[src/rtl/sbs_pkg.sv]
package sbs_pkg;
  typedef enum logic [2:0] {
    CK_NONE  = 3'd0,
    CK_SBR   = 3'd1,
    CK_SSKIP = 3'd2,
    CK_LBR   = 3'd3,
    CK_LSKIP = 3'd4,
    CK_NOP   = 3'd5
  } ctl_kind_e;

  localparam logic [3:0] GRP_SHORT = 4'h3;
  localparam logic [3:0] GRP_LONG  = 4'hC;

  // shared selector: always, Q, D==0, DF
  function automatic logic sel_basic(input logic [1:0] idx, input logic q,
                                     input logic dz, input logic df);
    case (idx)
      2'd0:    sel_basic = 1'b1;
      2'd1:    sel_basic = q;
      2'd2:    sel_basic = dz;
      default: sel_basic = df;
    endcase
  endfunction
endpackage

[src/rtl/sbs_flag_sync.sv]
module sbs_flag_sync #(
  parameter int WIDTH  = 4,
  parameter int STAGES = 2,
  parameter logic [WIDTH-1:0] RST_VAL = '1
) (
  input  logic             clk_i,
  input  logic             rst_ni,
  input  logic [WIDTH-1:0] async_i,
  output logic [WIDTH-1:0] sync_o
);
  logic [WIDTH-1:0] stage_q [STAGES];

  for (genvar s = 0; s < STAGES; s++) begin : g_stage
    always_ff @(posedge clk_i or negedge rst_ni) begin
      if (!rst_ni) stage_q[s] <= RST_VAL;
      else if (s == 0) stage_q[s] <= async_i;
      else stage_q[s] <= stage_q[(s == 0) ? 0 : s-1];
    end
  end

  assign sync_o = stage_q[STAGES-1];
endmodule

[src/rtl/sbs_cond_eval.sv]
module sbs_cond_eval
  import sbs_pkg::*;
#(
  parameter int DATA_W = 8,
  parameter int NUM_EF = 4
) (
  input  logic [7:0]        opcode_i,
  input  logic              q_i,
  input  logic [DATA_W-1:0] d_i,
  input  logic              df_i,
  input  logic              ie_i,
  input  logic [NUM_EF-1:0] ef_flag_i,
  output ctl_kind_e         kind_o,
  output logic              cond_o
);
  logic [3:0] grp, n;
  logic       dz, base;

  assign grp = opcode_i[7:4];
  assign n   = opcode_i[3:0];
  assign dz  = (d_i == '0);

  always_comb begin
    kind_o = CK_NONE;
    cond_o = 1'b0;
    base   = 1'b0;
    if (grp == GRP_SHORT) begin
      if (n == 4'h8) begin
        kind_o = CK_SSKIP;
        cond_o = 1'b1;
      end else begin
        kind_o = CK_SBR;
        base   = n[2] ? ef_flag_i[n[1:0]] : sel_basic(n[1:0], q_i, dz, df_i);
        cond_o = base ^ n[3];
      end
    end else if (grp == GRP_LONG) begin
      if (n == 4'h8) begin
        kind_o = CK_LSKIP;
        cond_o = 1'b1;
      end else if (!n[2]) begin
        kind_o = CK_LBR;
        base   = sel_basic(n[1:0], q_i, dz, df_i);
        cond_o = base ^ n[3];
      end else if (n == 4'h4) begin
        kind_o = CK_NOP;
      end else begin
        // skip sense: upper half direct, lower half inverted
        kind_o = CK_LSKIP;
        base   = (n[1:0] == 2'd0) ? ie_i : sel_basic(n[1:0], q_i, dz, df_i);
        cond_o = n[3] ? base : ~base;
      end
    end
  end
endmodule

[src/rtl/sbs_target.sv]
module sbs_target
  import sbs_pkg::*;
#(
  parameter int ADDR_W = 16,
  parameter int DATA_W = 8
) (
  input  logic [ADDR_W-1:0] pc_i,
  input  logic [DATA_W-1:0] op_hi_i,
  input  logic [DATA_W-1:0] op_lo_i,
  input  ctl_kind_e         kind_i,
  input  logic              cond_i,
  output logic [ADDR_W-1:0] pc_next_o,
  output logic              taken_o
);
  localparam int PAGE_W = ADDR_W - DATA_W;

  logic [ADDR_W-1:0] pc_p1, pc_p2, short_tgt, long_tgt;

  assign pc_p1     = pc_i + ADDR_W'(1);
  assign pc_p2     = pc_i + ADDR_W'(2);
  assign short_tgt = {pc_i[ADDR_W-1 -: PAGE_W], op_hi_i};
  assign long_tgt  = ADDR_W'({op_hi_i, op_lo_i});

  always_comb begin
    pc_next_o = pc_i;
    taken_o   = 1'b0;
    unique case (kind_i)
      CK_SBR: begin
        pc_next_o = cond_i ? short_tgt : pc_p1;
        taken_o   = cond_i;
      end
      CK_SSKIP: begin
        pc_next_o = pc_p1;
        taken_o   = 1'b1;
      end
      CK_LBR: begin
        pc_next_o = cond_i ? long_tgt : pc_p2;
        taken_o   = cond_i;
      end
      CK_LSKIP: begin
        pc_next_o = cond_i ? pc_p2 : pc_i;
        taken_o   = cond_i;
      end
      default: ;
    endcase
  end
endmodule

[src/rtl/branch_skip_seq.sv]
module branch_skip_seq
  import sbs_pkg::*;
#(
  parameter int ADDR_W    = 16,
  parameter int DATA_W    = 8,
  parameter int NUM_EF    = 4,
  parameter int SYNC_DEPTH = 2,
  parameter int CYC_W     = 2
) (
  input  logic              clk_i,
  input  logic              rst_ni,
  input  logic              valid_i,
  input  logic [7:0]        opcode_i,
  input  logic [7:0]        op_hi_i,
  input  logic [7:0]        op_lo_i,
  input  logic [15:0]       pc_i,
  input  logic              q_i,
  input  logic [7:0]        d_i,
  input  logic              df_i,
  input  logic              ie_i,
  input  logic [3:0]        ef_ni,
  output logic              valid_o,
  output logic [15:0]       pc_next_o,
  output logic              taken_o,
  output logic [1:0]        cycles_o
);
  localparam logic [CYC_W-1:0] CYC_SHORT = CYC_W'(2);
  localparam logic [CYC_W-1:0] CYC_LONG  = CYC_W'(3);

  logic [NUM_EF-1:0] ef_sync_n;
  logic [NUM_EF-1:0] ef_flag;
  ctl_kind_e         kind;
  logic              cond;
  logic [ADDR_W-1:0] pc_nx;
  logic              tk;
  logic [CYC_W-1:0]  cyc;

  sbs_flag_sync #(
    .WIDTH  (NUM_EF),
    .STAGES (SYNC_DEPTH),
    .RST_VAL({NUM_EF{1'b1}})
  ) u_sync (
    .clk_i  (clk_i),
    .rst_ni (rst_ni),
    .async_i(ef_ni),
    .sync_o (ef_sync_n)
  );

  assign ef_flag = ~ef_sync_n;

  sbs_cond_eval #(.DATA_W(DATA_W), .NUM_EF(NUM_EF)) u_cond (
    .opcode_i (opcode_i),
    .q_i      (q_i),
    .d_i      (d_i),
    .df_i     (df_i),
    .ie_i     (ie_i),
    .ef_flag_i(ef_flag),
    .kind_o   (kind),
    .cond_o   (cond)
  );

  sbs_target #(.ADDR_W(ADDR_W), .DATA_W(DATA_W)) u_tgt (
    .pc_i     (pc_i),
    .op_hi_i  (op_hi_i),
    .op_lo_i  (op_lo_i),
    .kind_i   (kind),
    .cond_i   (cond),
    .pc_next_o(pc_nx),
    .taken_o  (tk)
  );

  assign cyc = (opcode_i[7:4] == GRP_LONG) ? CYC_LONG : CYC_SHORT;

  always_ff @(posedge clk_i or negedge rst_ni) begin
    if (!rst_ni) begin
      valid_o   <= 1'b0;
      pc_next_o <= '0;
      taken_o   <= 1'b0;
      cycles_o  <= '0;
    end else begin
      valid_o <= valid_i;
      if (valid_i) begin
        pc_next_o <= pc_nx;
        taken_o   <= tk;
        cycles_o  <= cyc;
      end
    end
  end
endmodule

[config.mk]
export PLATFORM = sky130hd
export DESIGN_NAME = branch_skip_seq
export DESIGN_NICKNAME = d
export VERILOG_FILES = /design/src/rtl/sbs_pkg.sv /design/src/rtl/sbs_flag_sync.sv /design/src/rtl/sbs_cond_eval.sv /design/src/rtl/sbs_target.sv /design/src/rtl/branch_skip_seq.sv
export SDC_FILE = /design/constraint.sdc
export NUM_CORES = 1
export LEC_CHECK = 0
export BUFFER_PORTS_ARGS = -buffer_cell sky130_fd_sc_hd__buf_2
export CORE_MARGIN = 3
export CORE_UTILIZATION = 48
export DETAILED_ROUTE_END_ITERATION = 16
export PLACE_DENSITY = 0.86
export SYNTH_ARGS = -nofsm -noshare
export SYNTH_HDL_FRONTEND = slang
export SYNTH_SLANG_ARGS = --single-unit
[constraint.sdc]
create_clock -name clk_i -period 2 [get_ports clk_i]
set_clock_uncertainty 0.05 [all_clocks]
set_input_delay 0.2 -clock clk_i [delete_from_list [all_inputs] [get_ports clk_i]]
set_output_delay 0.2 -clock clk_i [all_outputs]
set_load 0.1 [all_outputs]
==> results of run 1 <==
-- layout make-up --
cell class / instances / area [µm²]
Tap cell: 70 / 87.58
Timing Repair Buffer: 184 / 1305
Multi-Input combinational cell: 281 / 2215
Clock buffer: 4 / 55.05
Fill cell: 278 / 869.6
Sequential cell: 28 / 710.7
Inverter: 6 / 27.53
-- registers in the layout, summed over array words and instances (netlist names) --
signal,cells
pc_next_o,16
u_sync.sync_o,4
u_sync.stage_q,4
valid_o,1
cycles_o,2
taken_o,1
-- what timing repair did --
action	CTS	global route
pin swaps	21	33
buffers inserted	7	7
hold endpoints to repair	24	0
hold buffers	5	0
gates resized for setup	45	49
setup endpoints to repair	17	17
-- stage by stage --
step           TNS (ps)  power, W  instances  cell area [µm²]  hold WS (ps)
3_3_place_gp      -7541  0.001498        551             3802         200.1
6_report          -4323  0.002057        573             4400         162.5
3_5_place_dp      -8949  0.001515        551             3802         219.3
4_1_cts           -2208  0.001953        567             4124         153.3
2_1_floorplan     -2964  0.001217        334             2754        -145.6
5_1_grt           -5413  0.002110        573             4400         163.0
-- logic make-up (layout without fill, tap and decap cells) --
family / Yosys count / count (layout) / share of synthesized area [%]
simple gates: 128 / 128 / 25.63
compound gates: 127 / 127 / 32.93
flops: 28 / 28 / 26.42
buf+inv: 25 / 194 / 4.558
mux: 12 / 12 / 5.070
xor+xnor: 8 / 8 / 2.605
fa+ha+maj: 6 / 6 / 2.791
-- critical path: cells and delay by family --
family / cells / cell delay, ps
AOI/OAI and AO/OA: 6 / 1140
adders and majority gates: 1 / 160
buffers and inverters: 4 / 490
and+or+nand+nor: 2 / 480
-- metal layers --
layer  track usage, %  wire [µm]  vias to the layer above
met5                0          0                        -
met4            19.09       1155                        0
met3            7.428       1745                      142
met2            60.34       6020                      406
met1            46.92       4723                     1859
li1                 -          -                     1638
-- placed cells by master (no fill, tap or decap), drive strengths merged, types with 4 or more instances in the layout --
| master | count |
|---|---|
| a211oi | 4 |
| a21oi | 24 |
| a221oi | 6 |
| a31oi | 16 |
| and3 | 8 |
| buf | 179 |
| clkbuf | 4 |
| dfrtp | 20 |
| dfstp | 8 |
| dlygate4sd3 | 5 |
| ha | 6 |
| inv | 6 |
| mux2 | 7 |
| mux2i | 5 |
| nand2 | 34 |
| nand3 | 14 |
| nand3b | 6 |
| nand4 | 4 |
| nor2 | 28 |
| nor2b | 6 |
| nor3 | 7 |
| nor4 | 5 |
| o211ai | 5 |
| o21ai | 25 |
| o22ai | 16 |
| xnor2 | 6 |
-- power breakdown --
part           switching, W  internal, W
Clock              0.000215     0.000177
Sequential        0.0000260     0.000622
Combinational      0.000689     0.000328
Total              0.000930      0.00113
-- worst max-delay path by stage --
stage | start | end | slack [ps] | cells after the start
detailed placement | opcode_i[0] | pc_next_o[2] | -600 | 11
finish | opcode_i[0] | pc_next_o[6] | -350 | 13
CTS | u_sync.sync_o[2] | pc_next_o[4] | -240 | 8
floorplan | d_i[2] | pc_next_o[4] | -300 | 8
global placement | opcode_i[1] | pc_next_o[4] | -510 | 11
global route | u_sync.sync_o[3] | pc_next_o[0] | -460 | 8
==> summary.md, run 1 <==
| Metric | Value |
|---|---|
| Worst Path Required | `approximately 2100 ps` |
| Chip Width | `around 81 µm` |
| Setup crit start kind | `input port` |
| Slew @ Worst Pin | `718.0 ps` |
| CP max stage cell | `and4_4` |
| Layout Utilization | `a little over four fifths` |
| Clock-pin slew on the worst setup and hold paths | `120 ps` |
| Peak supply drop | `between 200 and 300 µV` |
| Final Hold Viols | `0` |
| All-Layer GR Usage | `37.28%` |
| First DRT Iteration DRCs | `795` |
| First-pass GRT wire length | `18.73 mm` |
| Maxcap violations | `0` |
| DIE AREA | `0.006538 mm²` |
| Reg2Reg Launch Point | `u_sync.sync_o[2]` |
| Clock Latency Late Sink | `280 ps` |
| Worst hold path class | `in -> reg` |
| Avg Cell Area, Syn | `8.054 µm²` |
| Worst R2R Setup Slack | `-300 ps` |
| Kind of critical path | `in -> reg` |
| IO buf count | `77` |
| Yosys cell types | `roughly 70` |
| DRC | `0` |
| Status | `finished, violations left` |
| Final Max Slew Viols | `0` |
| Ys Warns | `0` |
| CTS tree | `built` |
| Detail Route Antenna Nets | `0` |
| Synth-to-Final Area Change | `63.58%` |
| PwrDens | `467.5 mW/mm²` |
| Crit path max fanout | `6` |
| Synth area leaders | `dfrtp_1 19%, dfstp_2 7.8%, nand2_1 4.7%` |
| # IOs | `78` |
| Layout cells sized above 1 | `52.49%` |
| Yosys reg bits | `28` |
| Post-synthesis net count | `398` |
| Hold Startpoint | `valid_i` |
| Final WL | `13.64 mm` |
| Crit-path cells | `buf_8 > buf_6 > ha_4 > and3_4 > a211oi_4 > o211ai_1 > and4_4 > o21ai_4 > buf_4 > buf_4 > a311oi_1 > a31oi_1 > a21oi_1` |
| Hold Path Stages | `1` |
| Mapped Area | `0.002690 mm²` |
| Leak | `~1.9 nW` |
| Wire per inst | `23.81 µm` |
| Antenna violations before repair | `0` |
| Vias post-DR | `4045` |
| Reg2Reg Depth | `8` |
| Tmin final | `2347 ps` |
| CTS max path bufs | `2` |
| Max frequency | `426.1 MHz` |
| DR vias/cell | `7.059` |
| CP most frequent cell | `buf_4` |
| Slowest stage delay, CP | `300 ps` |
| H-tree levels | `1` |
| Most frequent cells after synthesis | `34 x nand2_1, 27 x nor2_1, 24 x o21ai_0` |
| Top-area cell type share of the netlist area | `18.60%` |
| Largest net degree at the start of global routing | `29` |
| # rows | `26` |
| N_diodes | `0` |
| Mapped Cells | `334` |
| Seq/Total Area, Yosys | `26.42%` |
| Number of global-route vias before repair | `3659` |
| Hold Path Sink | `valid_o` |
| Cell with the most instances after synthesis | `nand2_1` |
| Final Worst Setup Slack | `-346.6 ps` |
| Number of synthesized flops with an enable pin | `0` |
| Slew Limit Headroom | `52.13%` |
| Fin crit share | `117.3%` |
| CTS Root Cell | `clkbuf_8` |
| Nets | `568` |
| Setup-failing EPs final | `17` |
| Detailed Place HPWL | `8.198 mm` |
| Gr ovfl total | `0` |
| Critical path data arrival time | `around 2500 ps` |
| Routability-driven placement congestion ratio | `between 1 and 1.5` |
| Asr flop ratio synth | `100.0%` |
| Starting density of the core | `~51%` |
| Failing checks | `setup timing` |
| Drt pass-1 iters | `6` |
| Synth area leader | `dfrtp_1` |
| CORE AREA | `around 0.0053 mm²` |
| Place WS | `-601.8 ps` |
| Unrepaired setup endpoints after global routing | `yes` |
| Crit end category | `flop` |
| TritonCTS Buffers | `3` |
| Number of clock sinks | `28` |
| Die H | `between 80 and 90 µm` |
| Primary FF master, synth | `dfrtp_1` |
| Critical R2R Capture | `pc_next_o[0]` |
(Power assumes the default switching activity.)
==> run 2, diff against run 1 <==
==> constraint.sdc (replaced) <==
create_clock -name clk_i -period 2 [get_ports clk_i]
set_clock_uncertainty 0.05 [all_clocks]
set_input_delay 0.3 -clock clk_i [delete_from_list [all_inputs] [get_ports clk_i]]
set_output_delay 0.3 -clock clk_i [all_outputs]
set_load 0.1 [all_outputs]
==> run 2 against run 1 <==
Effect of this change:
- the run ends with hold timing, setup timing left
- die area stayed put
- clock-buffer cell count did not move
- critical endpoint is now pc_next_o[12]
- critical path type unchanged
- clock power is 5.9% lower
- fmax is 1.5% lower
==> summary.md, run 2 (synthesis gave the netlist of run 1 again) <==
| Metric | Value |
|---|---|
| Crit-path cells | `buf_6 > ha_4 > nor2b_2 > buf_4 > o311ai_4 > mux2i_1 > buf_4 > nand2_1 > xnor2_1 > a221oi_1 > a21oi_1` |
| Layout cells sized above 1 | `54.42% (+1.9 points)` |
| Clock-pin slew on the worst setup and hold paths | `110 ps (about the same)` |
| Commonest non-fill, non-tap cell in the layout | `buf_4` |
| Worst R2R Setup Slack | `-340 ps (-40 ps)` |
| Largest net degree at the start of global routing | `29 (unchanged)` |
| Starting density of the core | `51.04% (unchanged)` |
| Worst Path Required | `2100 ps (-40 ps)` |
| CORE AREA | `0.005270 mm² (unchanged)` |
| DR vias/cell | `6.703 (-5.0%)` |
| Kind of critical path | `in -> reg` |
| Top reg by flops | `pc_next_o` |
| Setup-failing EPs final | `17 (unchanged)` |
| Crit path max fanout | `4 (-2)` |
| Chip Width | `80.86 µm (unchanged)` |
| First-pass GRT wire length | `18.30 mm (-2.3%)` |
| Buf+Inv Stages, Crit Path | `3 (-1)` |
| Max reg flops | `16 (unchanged)` |
| M1 GR Usage | `45.39% (-1.5 points)` |
| Slew @ Worst Pin | `652.0 ps (-66.04 ps)` |
| Hold_ws | `-28.05 ps (-190.6 ps)` |
| Vias post-DR | `3881 (-4.1%)` |
| Slew Limit Headroom | `56.54% (+4.4 points)` |
| Final Max Slew Viols | `0 (unchanged)` |
| Layout Utilization | `84.59% (+1.1 points)` |
| CP max stage cell | `o311ai_4` |
| H-tree levels | `1 (unchanged)` |
| Most Crowded Layer GR | `met2` |
| Synth-to-Final Area Change | `65.72%` |
| Drt pass-1 iters | `8 (+2)` |
| Reg2Reg Launch Point | `u_sync.sync_o[2]` |
| DIE AREA | `0.006538 mm² (unchanged)` |
| Clock Latency Late Sink | `270 ps (about the same)` |
| Leak | `1.884 nW (+1.2%)` |
| Met2 Usage GRT | `58.62% (-1.7 points)` |
| DRC | `0 (unchanged)` |
| Unrepaired setup endpoints after global routing | `yes` |
| PwrDens | `452.7 mW/mm² (-3.2%)` |
| CTS max path bufs | `2 (unchanged)` |
| IO buf count | `77 (unchanged)` |
| Routability-driven placement congestion ratio | `1.057 (+0.68%)` |
| Maxcap violations | `0 (unchanged)` |
| Final Hold Viols | `15 (+15)` |
| Detailed Place HPWL | `8.269 mm (+0.87%)` |
| First DRT Iteration DRCs | `395 (-50%)` |
| Nets | `574 (+1.1%)` |
| N_diodes | `0 (unchanged)` |
| Reg2Reg Depth | `8 (unchanged)` |
| Final Worst Setup Slack | `-382.9 ps (-36.22 ps)` |
| Peak supply drop | `307.3 µV (+8.8%)` |
| Fin crit share | `119.1% (+1.8 points)` |
| Most frequent cells in the layout | `98 x buf_4, 74 x buf_2, 29 x nand2_1` |
| Detail Route Antenna Nets | `0 (unchanged)` |
| # rows | `26 (unchanged)` |
| Die H | `80.86 µm (unchanged)` |
| Final non-filler cell total | `579 (+1.0%)` |
| Crit end category | `flop` |
| TritonCTS Buffers | `3 (unchanged)` |
| Worst hold path class | `in -> async` |
| Top Family by Delay on Critical Path | `compound AO/OA/AOI/OAI gates` |
| CTS tree | `built` |
| Critical R2R Capture | `pc_next_o[4]` |
| Gr ovfl total | `0 (unchanged)` |
| Max frequency | `419.7 MHz (-1.5%)` |
| Failing checks | `hold timing, setup timing` |
| Status | `finished, violations left` |
| Tmin final | `2383 ps (+36.22 ps)` |
| # IOs | `78 (unchanged)` |
| Wire per inst | `21.68 µm (-8.9%)` |
| Number of clock sinks | `28 (unchanged)` |
| All-Layer GR Usage | `36.09% (-1.2 points)` |
| Number of global-route vias before repair | `3741 (+2.2%)` |
| CP most frequent cell | `buf_4` |
| Setup crit start kind | `input port` |
| # placed instances | `564 (+2.4%)` |
| CTS Root Cell | `clkbuf_8` |
| Antenna violations before repair | `0 (unchanged)` |
| Final WL | `12.55 mm (-8.0%)` |
| Critical path data arrival time | `2480 ps (about the same)` |
| Slowest stage delay, CP | `410 ps (+110 ps)` |
| Met3 Resource Use GR | `5.654% (-1.8 points)` |
==> run 2: cell count changes in the layout (fill, tap and decap cells not counted), moves of 3 or more <==
cell,change
dlygate4sd3_1,-5
nand2_2,+4
nand2_1,-3
o21ai_2,-3
buf_6,-3
buf_4,+13
==> run 2: where the power goes <==
part / total (W) / switching [W] / internal, W
Clock: 0.000370 / 0.000193 / 0.000177
Sequential: 0.000649 / 0.0000269 / 0.000622
Combinational: 0.00100 / 0.000674 / 0.000326
==> run 2: worst max-delay path by stage <==
stage                      startpoint            end  cells past startpoint
after global routing      opcode_i[0]  pc_next_o[14]                     11
after global placement    opcode_i[0]   pc_next_o[9]                     11
after detailed placement  opcode_i[0]   pc_next_o[9]                     11
final                     opcode_i[0]  pc_next_o[12]                     11
after CTS                      d_i[7]   pc_next_o[4]                      9
after floorplan                d_i[2]   pc_next_o[4]                      8
==> run 2: metal layers <==
metal | routed length [µm] | vias to the layer above
li1 | - | 1649
met3 | 1508 | 87
met2 | 5643 | 350
met1 | 4653 | 1795
met4 | 748 | 0
met5 | 0 | -
==> run 2: metrics by stage <==
step           total power [W]  setup TNS [ps]  hold WS, ps  area [µm²]  worst slack [ps]
2_1_floorplan         0.001217           -4602       -45.59        2754            -399.8
3_3_place_gp          0.001524           -9208        295.4        3938            -624.3
3_5_place_dp          0.001538          -10360        296.8        3938            -741.0
4_1_cts               0.001956           -3812        2.550        4263            -304.1
5_1_grt               0.002079           -6195        12.19        4458            -485.9
6_report              0.002018           -4598       -28.05        4458            -382.9
==> run 2: timing repair <==
item / in CTS / in global routing
gates cloned: 1 / 0
gates resized for setup: 52 / 36
pin swaps: 24 / 30
hold buffers: 0 / 0
endpoints found under the setup margin: 17 / 17
buffers inserted: 7 / 4
==> run 2: area by class of cell <==
type / instances / area (µm²)
Sequential cell: 28 / 710.7
Multi-Input combinational cell: 281 / 2236
Fill cell: 286 / 812.0
Tap cell: 70 / 87.58
Timing Repair Buffer: 190 / 1344
Clock buffer: 4 / 55.05
Inverter: 6 / 25.02
